===== config.mk =====
export PLATFORM = sky130hd
export DESIGN_NAME = json_nfa_validator
export DESIGN_NICKNAME = d
export VERILOG_FILES = /design/src/rtl/json_nfa_pkg.sv /design/src/rtl/json_char_class.sv /design/src/rtl/json_nest_stack.sv /design/src/rtl/json_nfa_next.sv /design/src/rtl/json_nfa_validator.sv
export SDC_FILE = /design/constraint.sdc
export NUM_CORES = 1
export LEC_CHECK = 0
export ABC_AREA = 1
export BUFFER_PORTS_ARGS = -buffer_cell sky130_fd_sc_hd__buf_2
export CORE_MARGIN = 3
export CORE_UTILIZATION = 62
export CTS_CLUSTER_SIZE = 10
export DETAILED_ROUTE_END_ITERATION = 7
export PLACE_DENSITY = 0.82
export SETUP_SLACK_MARGIN = 0.1
export SLEW_MARGIN = 20
export SYNTH_ARGS = -nofsm -noshare
export SYNTH_HDL_FRONTEND = slang
export SYNTH_SLANG_ARGS = --single-unit

===== constraint.sdc =====
create_clock -name clk -period 3.8 [get_ports clk]
set_clock_uncertainty 0.05 [all_clocks]
set_input_delay 0.19 -clock clk [delete_from_list [all_inputs] [get_ports clk]]
set_output_delay 0.19 -clock clk [all_outputs]
set_load 0.03 [all_outputs]

===== src/rtl/json_nfa_pkg.sv =====
// Shared definitions for the JSON automaton: character classes, state
// bit positions, masks and stack tag codes. Assumes a 64-bit state vector.
package json_nfa_pkg;

    localparam int NFA_W = 64;
    localparam int TAG_W = 4;

    typedef enum logic [4:0] {
        C_WS, C_LBRACE, C_RBRACE, C_LBRACK, C_RBRACK, C_COLON, C_COMMA,
        C_QUOTE, C_BSLASH, C_SLASH, C_MINUS, C_PLUS, C_DOT, C_ZERO, C_DIGIT,
        C_E_LO, C_E_UP, C_LT_T, C_LT_R, C_LT_U, C_LT_F, C_LT_A, C_LT_L,
        C_LT_S, C_LT_N, C_LT_B, C_CTRL, C_HIGH, C_OTHER
    } char_cls_e;

    // Structural positions
    localparam int S_VAL       = 0;
    localparam int S_OBJ_FIRST = 1;
    localparam int S_OBJ_KEY   = 2;
    localparam int S_COLON     = 3;
    localparam int S_ARR_FIRST = 4;
    // String sub-machines: base, escape, four raw bytes after \u
    localparam int S_STR       = 5;
    localparam int S_KEY       = 11;
    // Numbers
    localparam int S_NEG       = 17;
    localparam int S_ZERO      = 18;
    localparam int S_INTNZ     = 19;
    localparam int S_FRAC0     = 20;
    localparam int S_FRAC      = 21;
    localparam int S_EXP0      = 22;
    localparam int S_EXPS      = 23;
    localparam int S_EXPD      = 24;
    // Literal prefixes
    localparam int S_T1 = 25, S_T2 = 26, S_T3 = 27;
    localparam int S_F1 = 28, S_F2 = 29, S_F3 = 30, S_F4 = 31;
    localparam int S_N1 = 32, S_N2 = 33, S_N3 = 34;
    // Complete value
    localparam int S_ACC       = 63;

    localparam logic [NFA_W-1:0] LIVE_MASK = {1'b1, 28'b0, 35'h7FFFFFFFF};
    localparam logic [NFA_W-1:0] KEEP_WS   = {1'b1, 58'b0, 5'b11111};

    localparam logic [TAG_W-1:0] TAG_OBJ = 4'd1;
    localparam logic [TAG_W-1:0] TAG_ARR = 4'd2;

endpackage


===== src/rtl/json_char_class.sv =====
// Byte-to-class encoder. Purely combinational; assumes ASCII input.
// Letters used by literals get lowercase-only classes; e and E differ.
module json_char_class
    import json_nfa_pkg::*;
(
    input  logic [7:0] byte_i,
    output char_cls_e  cls_o
);

    // Map the byte to its class
    always_comb begin
        case (byte_i) inside
            8'h20, 8'h09, 8'h0A, 8'h0D: cls_o = C_WS;
            8'h7B: cls_o = C_LBRACE;
            8'h7D: cls_o = C_RBRACE;
            8'h5B: cls_o = C_LBRACK;
            8'h5D: cls_o = C_RBRACK;
            8'h3A: cls_o = C_COLON;
            8'h2C: cls_o = C_COMMA;
            8'h22: cls_o = C_QUOTE;
            8'h5C: cls_o = C_BSLASH;
            8'h2F: cls_o = C_SLASH;
            8'h2D: cls_o = C_MINUS;
            8'h2B: cls_o = C_PLUS;
            8'h2E: cls_o = C_DOT;
            8'h30: cls_o = C_ZERO;
            [8'h31:8'h39]: cls_o = C_DIGIT;
            8'h65: cls_o = C_E_LO;
            8'h45: cls_o = C_E_UP;
            8'h74: cls_o = C_LT_T;
            8'h72: cls_o = C_LT_R;
            8'h75: cls_o = C_LT_U;
            8'h66: cls_o = C_LT_F;
            8'h61: cls_o = C_LT_A;
            8'h6C: cls_o = C_LT_L;
            8'h73: cls_o = C_LT_S;
            8'h6E: cls_o = C_LT_N;
            8'h62: cls_o = C_LT_B;
            [8'h00:8'h1F]: cls_o = C_CTRL;
            [8'h80:8'hFF]: cls_o = C_HIGH;
            default: cls_o = C_OTHER;
        endcase
    end

endmodule


===== src/rtl/json_nest_stack.sv =====
// Pushdown stack of opener tags. Push when full and pop when empty are
// ignored; the caller detects and reports those faults.
module json_nest_stack #(
    parameter int DEPTH = 16,
    parameter int W     = 4,
    parameter int PW    = $clog2(DEPTH + 1)
) (
    input  logic          clk,
    input  logic          rst_n,
    input  logic          push,
    input  logic          pop,
    input  logic [W-1:0]  din,
    output logic [W-1:0]  top,
    output logic [PW-1:0] depth,
    output logic          full,
    output logic          empty
);

    localparam int AW = (DEPTH > 1) ? $clog2(DEPTH) : 1;

    logic [W-1:0]  mem [DEPTH];
    logic [PW-1:0] ptr;
    logic [PW-1:0] ptr_m1;

    assign ptr_m1 = ptr - 1'b1;
    assign full   = (ptr == PW'(DEPTH));
    assign empty  = (ptr == '0);
    assign top    = mem[ptr_m1[AW-1:0]];
    assign depth  = ptr;

    // Track the fill level
    always_ff @(posedge clk) begin
        if (!rst_n)
            ptr <= '0;
        else if (push && !full)
            ptr <= ptr + 1'b1;
        else if (pop && !empty)
            ptr <= ptr_m1;
    end

    // Store pushed tags
    always_ff @(posedge clk) begin
        if (push && !full)
            mem[ptr[AW-1:0]] <= din;
    end

endmodule


===== src/rtl/json_nfa_next.sv =====
// Next-state function of the bit-parallel automaton. Every active bit adds
// its destinations for the current class; the result is their OR. Also
// requests stack pushes and pops and flags bits outside the grammar.
module json_nfa_next
    import json_nfa_pkg::*;
(
    input  logic [NFA_W-1:0] cur_i,
    input  char_cls_e        cls_i,
    input  logic [TAG_W-1:0] top_tag_i,
    input  logic             stk_empty_i,
    output logic [NFA_W-1:0] nxt_o,
    output logic             push_o,
    output logic [TAG_W-1:0] push_tag_o,
    output logic             pop_o,
    output logic [TAG_W-1:0] pop_tag_o,
    output logic             stray_o
);

    logic [NFA_W-1:0] base_nxt;
    logic             is_dig;
    logic             is_exp;

    assign is_dig  = (cls_i == C_ZERO) || (cls_i == C_DIGIT);
    assign is_exp  = (cls_i == C_E_LO) || (cls_i == C_E_UP);
    assign stray_o = |(cur_i & ~LIVE_MASK);

    // Structure, numbers and literals
    always_comb begin
        base_nxt   = '0;
        push_o     = 1'b0;
        push_tag_o = TAG_ARR;
        pop_o      = 1'b0;
        pop_tag_o  = TAG_ARR;
        if (cls_i == C_WS)
            base_nxt = cur_i & KEEP_WS;
        if (cur_i[S_VAL] || cur_i[S_ARR_FIRST]) begin
            case (cls_i)
                C_LBRACE: begin base_nxt[S_OBJ_FIRST] = 1'b1; push_o = 1'b1; push_tag_o = TAG_OBJ; end
                C_LBRACK: begin base_nxt[S_ARR_FIRST] = 1'b1; push_o = 1'b1; push_tag_o = TAG_ARR; end
                C_QUOTE:  base_nxt[S_STR] = 1'b1;
                C_MINUS:  base_nxt[S_NEG] = 1'b1;
                C_ZERO:   begin base_nxt[S_ZERO] = 1'b1; base_nxt[S_ACC] = 1'b1; end
                C_DIGIT:  begin base_nxt[S_INTNZ] = 1'b1; base_nxt[S_ACC] = 1'b1; end
                C_LT_T:   base_nxt[S_T1] = 1'b1;
                C_LT_F:   base_nxt[S_F1] = 1'b1;
                C_LT_N:   base_nxt[S_N1] = 1'b1;
                default:  ;
            endcase
        end
        if (cur_i[S_ARR_FIRST] && cls_i == C_RBRACK) begin
            base_nxt[S_ACC] = 1'b1; pop_o = 1'b1; pop_tag_o = TAG_ARR;
        end
        if (cur_i[S_OBJ_FIRST] && cls_i == C_QUOTE) base_nxt[S_KEY] = 1'b1;
        if (cur_i[S_OBJ_FIRST] && cls_i == C_RBRACE) begin
            base_nxt[S_ACC] = 1'b1; pop_o = 1'b1; pop_tag_o = TAG_OBJ;
        end
        if (cur_i[S_OBJ_KEY] && cls_i == C_QUOTE) base_nxt[S_KEY] = 1'b1;
        if (cur_i[S_COLON] && cls_i == C_COLON) base_nxt[S_VAL] = 1'b1;
        if (cur_i[S_ACC]) begin
            if (cls_i == C_COMMA && !stk_empty_i) begin
                if (top_tag_i == TAG_OBJ) base_nxt[S_OBJ_KEY] = 1'b1;
                if (top_tag_i == TAG_ARR) base_nxt[S_VAL] = 1'b1;
            end
            if (cls_i == C_RBRACE) begin base_nxt[S_ACC] = 1'b1; pop_o = 1'b1; pop_tag_o = TAG_OBJ; end
            if (cls_i == C_RBRACK) begin base_nxt[S_ACC] = 1'b1; pop_o = 1'b1; pop_tag_o = TAG_ARR; end
        end
        // Numbers
        if (cur_i[S_NEG] && cls_i == C_ZERO)  begin base_nxt[S_ZERO] = 1'b1; base_nxt[S_ACC] = 1'b1; end
        if (cur_i[S_NEG] && cls_i == C_DIGIT) begin base_nxt[S_INTNZ] = 1'b1; base_nxt[S_ACC] = 1'b1; end
        if (cur_i[S_INTNZ] && is_dig) begin base_nxt[S_INTNZ] = 1'b1; base_nxt[S_ACC] = 1'b1; end
        if ((cur_i[S_ZERO] || cur_i[S_INTNZ]) && cls_i == C_DOT) base_nxt[S_FRAC0] = 1'b1;
        if ((cur_i[S_ZERO] || cur_i[S_INTNZ] || cur_i[S_FRAC]) && is_exp) base_nxt[S_EXP0] = 1'b1;
        if ((cur_i[S_FRAC0] || cur_i[S_FRAC]) && is_dig) begin base_nxt[S_FRAC] = 1'b1; base_nxt[S_ACC] = 1'b1; end
        if (cur_i[S_EXP0] && (cls_i == C_PLUS || cls_i == C_MINUS)) base_nxt[S_EXPS] = 1'b1;
        if ((cur_i[S_EXP0] || cur_i[S_EXPS] || cur_i[S_EXPD]) && is_dig) begin
            base_nxt[S_EXPD] = 1'b1; base_nxt[S_ACC] = 1'b1;
        end
        // Literals, lowercase only
        if (cur_i[S_T1] && cls_i == C_LT_R) base_nxt[S_T2] = 1'b1;
        if (cur_i[S_T2] && cls_i == C_LT_U) base_nxt[S_T3] = 1'b1;
        if (cur_i[S_T3] && cls_i == C_E_LO) base_nxt[S_ACC] = 1'b1;
        if (cur_i[S_F1] && cls_i == C_LT_A) base_nxt[S_F2] = 1'b1;
        if (cur_i[S_F2] && cls_i == C_LT_L) base_nxt[S_F3] = 1'b1;
        if (cur_i[S_F3] && cls_i == C_LT_S) base_nxt[S_F4] = 1'b1;
        if (cur_i[S_F4] && cls_i == C_E_LO) base_nxt[S_ACC] = 1'b1;
        if (cur_i[S_N1] && cls_i == C_LT_U) base_nxt[S_N2] = 1'b1;
        if (cur_i[S_N2] && cls_i == C_LT_L) base_nxt[S_N3] = 1'b1;
        if (cur_i[S_N3] && cls_i == C_LT_L) base_nxt[S_ACC] = 1'b1;
    end

    // One string sub-machine per flavour: value strings end in a complete
    // value, key strings end where a colon is expected
    for (genvar g = 0; g < 2; g++) begin : g_str
        localparam int B    = (g == 0) ? S_STR : S_KEY;
        localparam int DONE = (g == 0) ? S_ACC : S_COLON;
        logic [NFA_W-1:0] part;

        // Body, escape and the four raw bytes after \u
        always_comb begin
            part = '0;
            if (cur_i[B]) begin
                case (cls_i)
                    C_QUOTE:  part[DONE]  = 1'b1;
                    C_BSLASH: part[B + 1] = 1'b1;
                    C_CTRL:   ;
                    default:  part[B]     = 1'b1;
                endcase
            end
            if (cur_i[B + 1]) begin
                case (cls_i)
                    C_QUOTE, C_BSLASH, C_SLASH, C_LT_B, C_LT_F,
                    C_LT_N, C_LT_R, C_LT_T: part[B]     = 1'b1;
                    C_LT_U:                 part[B + 2] = 1'b1;
                    default:                ;
                endcase
            end
            for (int k = 0; k < 3; k++)
                if (cur_i[B + 2 + k]) part[B + 3 + k] = 1'b1;
            if (cur_i[B + 5]) part[B] = 1'b1;
        end
    end

    assign nxt_o = base_nxt | g_str[0].part | g_str[1].part;

endmodule


===== src/rtl/json_nfa_validator.sv =====
// Top of the JSON checker. Consumes one byte per in_valid strobe, advances
// the multi-hot state register and the nesting stack, and keeps a sticky
// error flag. After an error, state and stack are frozen until reset.
module json_nfa_validator
    import json_nfa_pkg::*;
#(
    parameter int DEPTH = 16
) (
    input  logic       clk,
    input  logic       rst_n,
    input  logic       in_valid,
    input  logic [7:0] in_byte,
    output logic       accept_o,
    output logic       error_o
);

    localparam int PW = $clog2(DEPTH + 1);

    char_cls_e        cls;
    logic [NFA_W-1:0] state_q;
    logic [NFA_W-1:0] next_state;
    logic             push_req, pop_req, stray;
    logic [TAG_W-1:0] push_tag, pop_tag, top_tag;
    logic [PW-1:0]    depth;
    logic             full, empty;
    logic             err_q, step, fault;

    json_char_class enc_i (
        .byte_i (in_byte),
        .cls_o  (cls)
    );

    json_nfa_next nxt_i (
        .cur_i       (state_q),
        .cls_i       (cls),
        .top_tag_i   (top_tag),
        .stk_empty_i (empty),
        .nxt_o       (next_state),
        .push_o      (push_req),
        .push_tag_o  (push_tag),
        .pop_o       (pop_req),
        .pop_tag_o   (pop_tag),
        .stray_o     (stray)
    );

    json_nest_stack #(.DEPTH(DEPTH), .W(TAG_W), .PW(PW)) stk_i (
        .clk   (clk),
        .rst_n (rst_n),
        .push  (step && push_req),
        .pop   (step && pop_req),
        .din   (push_tag),
        .top   (top_tag),
        .depth (depth),
        .full  (full),
        .empty (empty)
    );

    assign step  = in_valid && !err_q;
    assign fault = (next_state == '0) || stray
                || (push_req && full)
                || (pop_req && empty)
                || (pop_req && !empty && top_tag != pop_tag);

    // Advance the automaton on each accepted byte
    always_ff @(posedge clk) begin
        if (!rst_n) begin
            state_q        <= '0;
            state_q[S_VAL] <= 1'b1;
        end else if (step) begin
            state_q <= next_state;
        end
    end

    // Sticky fault latch
    always_ff @(posedge clk) begin
        if (!rst_n)
            err_q <= 1'b0;
        else if (step && fault)
            err_q <= 1'b1;
    end

    assign accept_o = state_q[S_ACC] && empty && !err_q;
    assign error_o  = err_q;

endmodule


==> flow_summary.toml <==
[status]
status = "finished, final reports clean"

[global_routing]
grt_pass1_vias = 3487
antenna_found_initial = 0
overflow = 0
grt_start_max_net_pins = 51
grt_pass1_wl_um = 16900
grt_usage = 0.284

[logic_synthesis]
netlist_instances = 550
synth_warnings = 0
synth_top_area_frac = 0.234
synth-edff-count = 32
synth.net_count = 566
synth_area_leaders = "edfxtp_1, dfxtp_1, o21ai_0, nor2_1, nand2_1"
seq_area_frac_synth = 0.439
syn_area_per_cell_um2 = 7.45
synth_top_area_cell = "edfxtp_1"
async_flop_share = 0
ys_types = 40
synth_area_um2 = 4100
synth-main-ff-cell = "dfxtp_1"
ys_seq_elements = 74

[cells_and_area]
final_nets = 576
fin_area_um2 = 4450
area_delta_synth_final_pct = 8.48
antenna_cells = 0
layout-drive-gt1-share = 0.133

[placement]
place_ws_ps = 1060
dpl_cell_area_um2 = 4210
hpwlAfterDp_um = 7430
port-buffer-count = 12
place_congestion = 0.926

[critical_path]
reg2regPathDepth = 16
ff2ff_setup_slack_ps = 790
end_kind = "flip-flop"
critical_path.max_fanout = 18
worstPathArrival_ps = 3250
worstSetupPathType = "flip-flop to flip-flop"
crit_required_ps = 4040
crit_path_start_kind = "flip-flop"
r2r-start = "stk_i.depth[1]"
rr_endpoint = "error_o"

[route]
vias = 3868
drtIter0Drc = 367
wl_per_cell_um = 16.2
drcViolationCount = 0
drtPass1Iterations = 5
drt-vias-per-instance = 6.02
wl_um = 10400
antenna_left = 0

[sta]
worstMarginPinSlew_ps = 746
hold_slack_ps = 63.0
drv_slew = 0
relSlewSlack = 0.502
fin_ws_ps = 790
fmax_mhz = 332
fin_crit_ps = 3010
setup_viol = 0
rsz0062_at_grt = "no"
setup_tns_ps = 0
hold_viol_final = 0
min_period_over_period = 0.792

[power_and_ir_drop]
ir_drop_mv = 0.461
p_leak_nw = 1.89
power.density_nw_per_um2 = 405

[clock_network]
root_buffer = "clkbuf_8"
htree_levels = 3
postCtsResizedCells = 0
cts_setup_buffers = 0
clock_latency_ps = 360
cts_tree = "yes"
cts_buffers = 9
cts.sinks = 74
cts.clk_slew.worst_paths_ps = 70
ctsHoldBuffers = 0
clock_path_buffers = 2

[min_path]
min_to = "error_o"
hold_depth = 3
hold_start = "in_valid"
hold_class = "input pin to flip-flop"

[die]
die_y_um = 87.3
ios = 13
core-area_um2 = 6390
core.rowCount = 29
fp.dieW_um = 87.3
start_util = 0.642
dieArea_um2 = 7620

[run]
maxCapViolCount = 0
-- critical path: stages (launching register included) --
cell,delay (ps)
dfxtp_1,450
inv_1,130
ha_1,610
o21ai_0,210
o211ai_2,190
nand3_1,110
nand2_1,100
a21oi_1,60
nand3_1,110
nand4_1,100
nor3_1,200
nand4_1,150
nor2_1,110
nand3_1,90
nand2_1,90
nand2_1,60
a21oi_2,110
-- per-stage QoR --
| stage | utilization | total power (W) | std cells |
|---|---|---|---|
| final | 0.697 | 0.00180 | 642 |
| after global routing | 0.697 | 0.00187 | 642 |
| after CTS | 0.697 | 0.00180 | 642 |
| after detailed placement | 0.660 | 0.00108 | 626 |
| after global placement | 0.660 | 0.00108 | 626 |
| after floorplan | - | 0.00104 | 550 |
-- worst max path at each step --
stage              startpoint  endpoint  slack (ps)  cells after the start
6_report       stk_i.depth[1]   error_o         790                     16
5_1_grt        stk_i.depth[1]   error_o         510                     16
3_5_place_dp   stk_i.depth[1]   error_o        1060                     16
4_1_cts        stk_i.depth[1]   error_o         860                     16
3_3_place_gp   stk_i.depth[0]   error_o        1180                     16
2_1_floorplan  stk_i.depth[0]   error_o        1180                     20
-- placed cells by master (no fill, tap or decap), drive strengths merged --
| master | Yosys | final |
|---|---|---|
| mux2i | 1 | 1 |
| clkbuf | 11 | 10 |
| edfxtp | 32 | 32 |
| or2 | 1 | 1 |
| clkinvlp | 0 | 1 |
| a21oi | 48 | 48 |
| o21ai | 68 | 68 |
| o31ai | 1 | 1 |
| ha | 5 | 5 |
| a22oi | 1 | 1 |
| buf | 5 | 15 |
| bufinv | 0 | 3 |
| a211oi | 1 | 1 |
| o22ai | 4 | 4 |
| nand3 | 23 | 23 |
| nand2 | 86 | 86 |
| clkinv | 1 | 3 |
| inv | 72 | 72 |
| o2111a | 1 | 1 |
| nand3b | 2 | 2 |
| nor3 | 20 | 20 |
| o21a | 1 | 1 |
| o211ai | 10 | 10 |
| nand4 | 13 | 13 |
| nor3b | 1 | 1 |
| nor4 | 4 | 4 |
| dfxtp | 42 | 42 |
| xor2 | 3 | 3 |
| nor2 | 93 | 93 |
-- area by class of cell --
class / count / area (µm²)
clock inverters: 6 / 106
multi-input cells: 387 / 1960
inverters: 73 / 274
repair buffers: 15 / 82.6
fillers: 539 / 1940
clock buffers: 10 / 128
flip-flops and latches: 74 / 1800
well taps: 77 / 96.3
-- per-layer routing --
metal / vias up / routed length (µm) / track usage
li1: 1870 / - / -
met1: 1772 / 4770 / 0.422
met2: 211 / 4560 / 0.412
met3: 15 / 942 / 0.0539
met4: 0 / 148 / 0.0962
met5: - / 0 / 0
-- Yosys cell counts (5+ instances only) --
library cell	count
nor2_1	84
nand2_1	79
o21ai_0	63
inv_1	55
a21oi_1	46
dfxtp_1	42
edfxtp_1	32
nand3_1	20
inv_2	17
nor3_1	17
nand4_1	13
clkbuf_1	11
o211ai_1	8
nand2_2	7
nor2_2	7
ha_1	5
-- report_power, final --
part / internal (W) / total [W] / switching (W)
clock: 0.000433 / 0.000727 / 0.000294
sequential: 0.000857 / 0.000881 / 0.0000234
combinational: 0.0000609 / 0.000195 / 0.000135
-- registers in the layout, summed over array words and instances, names as in the netlist --
register and cells:
error_o 1, state_q 36, stk_i.depth 5, stk_i.mem 32
-- kinds of logic after synthesis --
family / synth area share
AND/OR/NAND/NOR: 0.270
AO/OA/AOI/OAI: 0.182
buffers and inverters: 0.0827
flip-flops: 0.439
adder cells (fa/ha/maj): 0.0153
XOR/XNOR: 0.00824
multiplexers: 0.00244
(Power assumes the default switching activity.)
